**config.mk**
```make
export PLATFORM = sky130hd
export DESIGN_NAME = sercon_regs
export DESIGN_NICKNAME = d
export VERILOG_FILES = /design/src/rtl/sercon_pkg.sv /design/src/rtl/sercon_fifo.sv /design/src/rtl/sercon_flags.sv /design/src/rtl/sercon_regs.sv
export SDC_FILE = /design/constraint.sdc
export NUM_CORES = 1
export LEC_CHECK = 0
export CORE_ASPECT_RATIO = 1.2
export CORE_MARGIN = 2
export CORE_UTILIZATION = 55
export DETAILED_ROUTE_END_ITERATION = 8
export DONT_BUFFER_PORTS = 1
export PLACE_DENSITY = 0.77
export RECOVER_POWER = 25
export SYNTH_ARGS = -nofsm -noshare
export SYNTH_HDL_FRONTEND = slang
export SYNTH_SLANG_ARGS = --single-unit
```
**constraint.sdc**
```tcl
create_clock -name clk -period 6.95 [get_ports clk]
set_input_delay 0.695 -clock clk [delete_from_list [all_inputs] [get_ports clk]]
set_output_delay 0.695 -clock clk [all_outputs]
set_load 0.01 [all_outputs]
```
**src/rtl/sercon_pkg.sv**
```systemverilog
package sercon_pkg;
  // Register byte offsets
  localparam int unsigned OFS_CTL  = 32'h000;
  localparam int unsigned OFS_RXD  = 32'h004;
  localparam int unsigned OFS_TXD  = 32'h008;
  localparam int unsigned OFS_STAT = 32'h00C;

  // Control word
  localparam int unsigned CTL_W       = 21;
  localparam logic [31:0] CTL_MASK    = 32'h001F_D077;
  localparam int unsigned CB_LVL_TX   = 14;
  localparam int unsigned CB_ENABLE   = 15;
  localparam int unsigned CB_RX_IE    = 18;
  localparam int unsigned CB_TX_IE    = 19;

  // Sticky flags, index equals status bit position
  localparam int unsigned NFLAG   = 5;
  localparam int unsigned FL_RIP  = 0;
  localparam int unsigned FL_TIP  = 1;
  localparam int unsigned FL_OVR  = 2;
  localparam int unsigned FL_TXE  = 3;
  localparam int unsigned FL_LERR = 4;

  // Other status positions
  localparam int unsigned SB_RX_EMPTY = 5;
  localparam int unsigned SB_TX_FULL  = 6;
  localparam int unsigned SB_CTS      = 7;
  localparam int unsigned SB_RTS      = 8;
  localparam int unsigned SB_TX_EMPTY = 10;
  localparam int unsigned SB_LVL_LO   = 11;
  localparam int unsigned LEVEL_W     = 6;
endpackage

```
**src/rtl/sercon_fifo.sv**
```systemverilog
module sercon_fifo #(
  parameter int unsigned DEPTH = 16,
  parameter int unsigned W     = 8
) (
  input  logic                       clk,
  input  logic                       rst_n,
  input  logic                       push,
  input  logic [W-1:0]               din,
  input  logic                       pop,
  output logic [W-1:0]               dout,
  output logic [$clog2(DEPTH+1)-1:0] count,
  output logic                       empty,
  output logic                       full
);
  localparam int unsigned IW = (DEPTH > 1) ? $clog2(DEPTH) : 1;
  localparam int unsigned CW = $clog2(DEPTH + 1);

  logic [W-1:0]  mem [DEPTH];
  logic [IW-1:0] wr_q, wr_d, rd_q, rd_d;
  logic [CW-1:0] cnt_q, cnt_d;
  logic          do_push, do_pop;

  assign empty   = (cnt_q == '0);
  assign full    = (cnt_q == CW'(DEPTH));
  assign count   = cnt_q;
  assign dout    = mem[rd_q];
  assign do_push = push && !full;
  assign do_pop  = pop && !empty;

  always_comb begin
    wr_d  = wr_q;
    rd_d  = rd_q;
    cnt_d = cnt_q;
    if (do_push) wr_d = (wr_q == IW'(DEPTH - 1)) ? '0 : wr_q + 1'b1;
    if (do_pop)  rd_d = (rd_q == IW'(DEPTH - 1)) ? '0 : rd_q + 1'b1;
    if (do_push && !do_pop)      cnt_d = cnt_q + 1'b1;
    else if (do_pop && !do_push) cnt_d = cnt_q - 1'b1;
  end

  always_ff @(posedge clk or negedge rst_n) begin
    if (!rst_n) begin
      wr_q  <= '0;
      rd_q  <= '0;
      cnt_q <= '0;
    end else begin
      wr_q  <= wr_d;
      rd_q  <= rd_d;
      cnt_q <= cnt_d;
    end
  end

  always_ff @(posedge clk) begin
    if (do_push) mem[wr_q] <= din;
  end

  // a push into a full queue leaves it full with the same fill
  p_no_overflow_r4: assert property (@(posedge clk) disable iff (!rst_n)
    (full && push && !pop) |=> (full && $stable(cnt_q)));

  // a pop from an empty queue with no push keeps it empty
  p_pop_empty_r5: assert property (@(posedge clk) disable iff (!rst_n)
    (empty && pop && !push) |=> empty);
endmodule

```
**src/rtl/sercon_flags.sv**
```systemverilog
module sercon_flags #(
  parameter int unsigned N = 5
) (
  input  logic         clk,
  input  logic         rst_n,
  input  logic [N-1:0] set,
  input  logic [N-1:0] clr,
  output logic [N-1:0] q
);
  logic [N-1:0] q_r, q_d;

  for (genvar i = 0; i < N; i++) begin : g_flag
    always_comb q_d[i] = set[i] | (q_r[i] & ~clr[i]);

    // a clear with no concurrent set leaves the flag low
    p_w1c_r8: assert property (@(posedge clk) disable iff (!rst_n)
      (clr[i] && !set[i]) |=> !q[i]);
  end

  always_ff @(posedge clk or negedge rst_n) begin
    if (!rst_n) q_r <= '0;
    else        q_r <= q_d;
  end

  assign q = q_r;
endmodule

```
**src/rtl/sercon_regs.sv**
```systemverilog
module sercon_regs
  import sercon_pkg::*;
#(
  parameter int unsigned ADDR_W   = 12,
  parameter int unsigned TX_DEPTH = 16,
  parameter int unsigned RX_DEPTH = 16
) (
  input  logic              clk,
  input  logic              rst_n,
  input  logic              bus_wr,
  input  logic              bus_rd,
  input  logic [ADDR_W-1:0] bus_addr,
  input  logic [31:0]       bus_wdata,
  output logic [31:0]       bus_rdata,
  output logic [7:0]        tx_byte,
  output logic              tx_valid,
  input  logic              tx_pop,
  input  logic [7:0]        rx_byte,
  input  logic              rx_push,
  input  logic              rx_err,
  input  logic              cts_in,
  input  logic              rts_in,
  output logic [CTL_W-1:0]  ctl_out,
  output logic              irq
);
  localparam int unsigned TXC_W   = $clog2(TX_DEPTH + 1);
  localparam int unsigned RXC_W   = $clog2(RX_DEPTH + 1);
  localparam int unsigned TX_HALF = TX_DEPTH / 2;

  logic [CTL_W-1:0] ctl_q, ctl_d;
  logic             sel_ctl, sel_rxd, sel_txd, sel_stat;
  logic             en;
  logic [7:0]       rx_head;
  logic [TXC_W-1:0] tx_cnt;
  logic [RXC_W-1:0] rx_cnt;
  logic             tx_empty, tx_full, rx_empty, rx_full;
  logic             tx_wr, rx_rd, rx_acc;
  logic [NFLAG-1:0] fl_set, fl_clr, fl_q;
  logic [LEVEL_W-1:0] lvl;
  logic [31:0]      stat_w;

  // Address decode
  assign sel_ctl  = (bus_addr == ADDR_W'(OFS_CTL));
  assign sel_rxd  = (bus_addr == ADDR_W'(OFS_RXD));
  assign sel_txd  = (bus_addr == ADDR_W'(OFS_TXD));
  assign sel_stat = (bus_addr == ADDR_W'(OFS_STAT));

  assign en     = ctl_q[CB_ENABLE];
  assign tx_wr  = bus_wr && sel_txd;
  assign rx_rd  = bus_rd && sel_rxd;
  assign rx_acc = rx_push && en;

  // Control word
  always_comb begin
    ctl_d = ctl_q;
    if (bus_wr && sel_ctl) ctl_d = bus_wdata[CTL_W-1:0] & CTL_MASK[CTL_W-1:0];
  end

  always_ff @(posedge clk or negedge rst_n) begin
    if (!rst_n) ctl_q <= '0;
    else        ctl_q <= ctl_d;
  end

  assign ctl_out = ctl_q;

  // Byte queues
  sercon_fifo #(.DEPTH(TX_DEPTH), .W(8)) u_txq (
    .clk   (clk),
    .rst_n (rst_n),
    .push  (tx_wr),
    .din   (bus_wdata[7:0]),
    .pop   (tx_pop && en),
    .dout  (tx_byte),
    .count (tx_cnt),
    .empty (tx_empty),
    .full  (tx_full)
  );

  sercon_fifo #(.DEPTH(RX_DEPTH), .W(8)) u_rxq (
    .clk   (clk),
    .rst_n (rst_n),
    .push  (rx_acc),
    .din   (rx_byte),
    .pop   (rx_rd),
    .dout  (rx_head),
    .count (rx_cnt),
    .empty (rx_empty),
    .full  (rx_full)
  );

  assign tx_valid = en && !tx_empty;

  // Sticky event flags
  always_comb begin
    fl_set          = '0;
    fl_set[FL_RIP]  = !rx_empty;
    fl_set[FL_TIP]  = (32'(tx_cnt) < TX_HALF);
    fl_set[FL_OVR]  = rx_acc && rx_full;
    fl_set[FL_TXE]  = tx_wr && tx_full;
    fl_set[FL_LERR] = rx_acc && rx_err;
    fl_clr          = (bus_wr && sel_stat) ? bus_wdata[NFLAG-1:0] : '0;
  end

  sercon_flags #(.N(NFLAG)) u_flags (
    .clk   (clk),
    .rst_n (rst_n),
    .set   (fl_set),
    .clr   (fl_clr),
    .q     (fl_q)
  );

  assign irq = (fl_q[FL_RIP] && ctl_q[CB_RX_IE]) || (fl_q[FL_TIP] && ctl_q[CB_TX_IE]);

  // Status word and read mux
  assign lvl = ctl_q[CB_LVL_TX] ? LEVEL_W'(tx_cnt) : LEVEL_W'(rx_cnt);

  always_comb begin
    stat_w                           = '0;
    stat_w[NFLAG-1:0]                = fl_q;
    stat_w[SB_RX_EMPTY]              = rx_empty;
    stat_w[SB_TX_FULL]               = tx_full;
    stat_w[SB_CTS]                   = cts_in;
    stat_w[SB_RTS]                   = rts_in;
    stat_w[SB_TX_EMPTY]              = tx_empty;
    stat_w[SB_LVL_LO +: LEVEL_W]     = lvl;
  end

  always_comb begin
    bus_rdata = '0;
    if (bus_rd) begin
      if (sel_ctl)       bus_rdata = 32'(ctl_q);
      else if (sel_rxd)  bus_rdata = rx_empty ? 32'd0 : {24'd0, rx_head};
      else if (sel_stat) bus_rdata = stat_w;
    end
  end

  // write into a full transmit queue raises the write-error flag
  p_txerr_r4: assert property (@(posedge clk) disable iff (!rst_n)
    (tx_wr && tx_full) |=> fl_q[FL_TXE]);

  // empty receive read returns zero
  p_empty_read_r5: assert property (@(posedge clk) disable iff (!rst_n)
    (rx_rd && rx_empty) |-> (bus_rdata == 32'd0));

  // enabled push into full receive queue raises overrun
  p_overrun_r6: assert property (@(posedge clk) disable iff (!rst_n)
    (rx_push && en && rx_full) |=> fl_q[FL_OVR]);

  // faulted byte raises line error
  p_line_err_r7: assert property (@(posedge clk) disable iff (!rst_n)
    (rx_push && en && rx_err) |=> fl_q[FL_LERR]);

  // a non-empty receive queue keeps the receive pending flag set
  p_rx_pend_r9: assert property (@(posedge clk) disable iff (!rst_n)
    !rx_empty |=> fl_q[FL_RIP]);

  // no interrupt with both enables off
  p_irq_quiet_r10: assert property (@(posedge clk) disable iff (!rst_n)
    (!ctl_q[CB_RX_IE] && !ctl_q[CB_TX_IE]) |-> !irq);
endmodule

```
==> qor.csv <==
stage;metric;value;unit
status;status;complete, no violations;
clock_network;CTS Buf Count;29;
placement;DPL Wire Length;18500;um
min_path;Worst Hold Class;in2reg;
placement;RD Place Congestion;0.837;
min_path;WHS Endpoint;u_rxq.mem[11][2]$_DFFE_PP_;
clock_network;CTS Buffer Depth;3;
clock_network;PostCTS Resize Cnt;0;
routing;via-per-instance ratio;6.08;
logic_synthesis;mapped cell area;12800;um^2
placement;DP Cell Count;1033;
routing;Pre-antenna DRT Iters;5;
setup_path;Crit. End Element;primary output;
final_layout;P&R area growth vs syn;9.61;%
timing;period utilization;0.548;
global_route;grt total ovfl;0;
final_layout;share of layout cells above drive strength 1;0.180;
pwr;Peak VDD IR;0.270;mV
placement;post-place setup slack;3440;ps
setup_path;R2R setup slack;3580;ps
floorplan;Die Ht;171;um
floorplan;Starting Density;0.556;
setup_path;r2r endpoint;u_rxq.count[4]$_DFFE_PN0P_;
floorplan;# rows;61;
final_layout;fin nets;832;
timing;Max Fclk;262;MHz
final_layout;Final Cell Area;14000;um^2
timing;worst slew pin tran;1220;ps
logic_synthesis;top cell type's share of synthesized area;0.602;
clock_network;CTS tree;built;
floorplan;Die X;143;um
timing;RSZ-0062 raised after global routing;false;
routing;vias after detailed routing;6610;
final_layout;# fillers;1612;
setup_path;Req. time, crit path;6250;ps
timing;Final Max Slew Viols;0;
global_route;vias in the first global route;6816;
timing;final hold violation count;0;
global_route;pin count of the biggest net entering global routing;46;
setup_path;R2R depth;12;
pwr;LEAKAGE;0.00457;uW
logic_synthesis;distinct cell type count after synthesis;53;
floorplan;Die ar.;24500;um^2
timing;setup TNS;0;ps
clock_network;clock sinks;301;
floorplan;I/O Pins;124;
logic_synthesis;synthesis-stage register bit count;301;
min_path;Hold Path Depth;0;
job;max-cap violations;0;
final_layout;Finished Layout Cells;1088;
logic_synthesis;post-synthesis sequential area ratio;0.690;
routing;antenna-violating nets left;0;
logic_synthesis;yosys warns;0;
setup_path;Worst Path Arrival;3120;ps
logic_synthesis;Post-Syn Instances;751;
setup_path;Startpoint Class;flop;
pwr;Power Density;259;nW/um^2
timing;setup violators final;0;
routing;drt wl/cell;25.2;um
placement;Placed Area;13000;um^2
timing;setup ws final;3140;ps
clock_network;H-tree levels;1;
routing;DRC viols;0;
timing;Slew HR;0.178;
setup_path;crit path kind;reg2out;
logic_synthesis;fraction of registers with async set/reset;0.150;
routing;final WL;27400;um
global_route;initial antenna violation count;1;
global_route;gr usage total;0.227;
placement;port bufs;0;
final_layout;post-layout utilization of the core;0.609;
logic_synthesis;Avg Cell Area, Syn;17.0;um^2
clock_network;Clock Tree Root;clkbuf_16;
logic_synthesis;EDFF count, synth;256;
logic_synthesis;Synth Flop Type;edfxtp_1;
global_route;first-pass GRT wire length;40800;um
routing;drt initial violations;440;
floorplan;Core Area;23000;um^2
timing;clk_skew;17.0;ps
timing;fin crit period;3810;ps
clock_network;clk slew on worst S/H paths;60;ps
logic_synthesis;post-synth top area cell;edfxtp_1;
logic_synthesis;synth top area cells;edfxtp_1 60%, mux4_2 11%, dfrtp_1 8.8%;
min_path;hold path startpoint;rx_byte[2];
setup_path;CP Max Fanout;38;
clock_network;worst skew pair latency;570;ps
setup_path;R2R Path Start;u_rxq.count[1]$_DFFE_PN0P_;
[cell usage after synthesis, types with 9 or more instances]
cell,count
a211oi_1,10
a21o_1,9
a21oi_1,24
buf_1,9
buf_2,12
buf_4,21
clkbuf_1,18
dfrtp_1,45
edfxtp_1,256
ha_1,18
inv_1,10
mux2_2,18
mux2i_1,33
mux4_2,60
nand2_1,35
nand3_1,13
nor2_1,40
nor2b_1,12
nor3_1,14
o21ai_0,17
[cell usage in the layout (no fill, tap or decap), drive strengths merged, types with 12 or more instances in the layout]
cell	netlist	layout
ha	18	18
mux2	18	18
nor3	14	14
mux4	60	60
nor2	40	40
nand2	35	35
conb	1	19
nand3	13	13
clkbuf	18	36
o21ai	17	17
mux2i	33	33
a21oi	24	24
edfxtp	256	256
nor2b	12	12
dfrtp	45	45
[cell families (layout without fill, tap and decap cells)]
| group | count (synthesis) | after routing | synth area share |
|---|---|---|---|
| adder cells (fa/ha/maj) | 20 | 20 | 0.0208 |
| AND/OR/NAND/NOR | 148 | 148 | 0.0591 |
| flip-flops | 301 | 301 | 0.690 |
| other | 1 | 20 | 0.000294 |
| XOR/XNOR | 13 | 13 | 0.00892 |
| AO/OA/AOI/OAI | 86 | 86 | 0.0441 |
| buffers and inverters | 71 | 74 | 0.0288 |
| multiplexers | 111 | 111 | 0.148 |
[how the worst max path moves through the flow]
stage,from,end,slack (ps)
floorplan,bus_addr[9],u_txq.count[4]$_DFFE_PN0P_,3870
detailed placement,bus_addr[9],u_txq.mem[3][6]$_DFFE_PP_,3440
CTS,u_rxq.rd_q[0]$_DFFE_PN0P_,bus_rdata[7],3100
global placement,bus_addr[9],u_txq.mem[3][6]$_DFFE_PP_,3460
finish,u_rxq.rd_q[0]$_DFFE_PN0P_,bus_rdata[7],3140
global route,u_rxq.rd_q[0]$_DFFE_PN0P_,bus_rdata[7],2940
[what timing repair did]
action | 4_1_cts | 5_1_grt
buffers inserted | 0 | 0
hold buffers | 2 | 0
hold endpoints to repair | 45 | 0
[registers in the layout, indices dropped and copies added (netlist names)]
name and flops:
u_txq.wr_q 4, u_flags.q 5, u_txq.mem 128, u_rxq.count 5
u_rxq.rd_q 4, u_rxq.mem 128, u_txq.count 5, ctl_out 14
u_rxq.wr_q 4, u_txq.rd_q 4
[critical path: stages, from the launching register on]
cell and delay (ps):
dfrtp_2 1110, mux4_2 430, mux2i_1 100, mux2i_1 230, a22oi_1 110, nor3_1 570
[where the power goes]
group | internal (uW) | switching [uW] | leakage, uW | total (uW)
registers | 1960 | 6.07 | 0.00289 | 1970
logic | 16.4 | 30.8 | 0.00121 | 47.2
clock network | 953 | 657 | 0.000473 | 1610
total | 2930 | 694 | 0.00457 | 3630
[metrics by stage]
stage	hold slack, ps	total power (uW)
finish	222	3630
global route	204	3720
CTS	210	3640
detailed placement	400	2050
global placement	401	2040
floorplan	399	2050
[final cells by class]
class / instances / area (um^2) / share of cell area
diodes: 1 / 2.50 / 0.000179
clock buffers: 36 / 752 / 0.0537
clock inverters: 16 / 214 / 0.0153
inverters: 10 / 37.5 / 0.00268
multi-input cells: 397 / 3660 / 0.262
flip-flops and latches: 301 / 8820 / 0.630
well taps: 315 / 394 / 0.0282
repair buffers: 12 / 113 / 0.00805
[per-layer routing]
layer | share of wire | global-route usage | vias up
met3 | 0.075 | 0.0526 | 50
met1 | 0.36 | 0.268 | 3421
li1 | - | - | 2903
met2 | 0.54 | 0.415 | 236
met5 | 0 | 0 | -
met4 | 0.025 | 0.0611 | 0
Note: power is estimated with default switching activity, not from simulation.
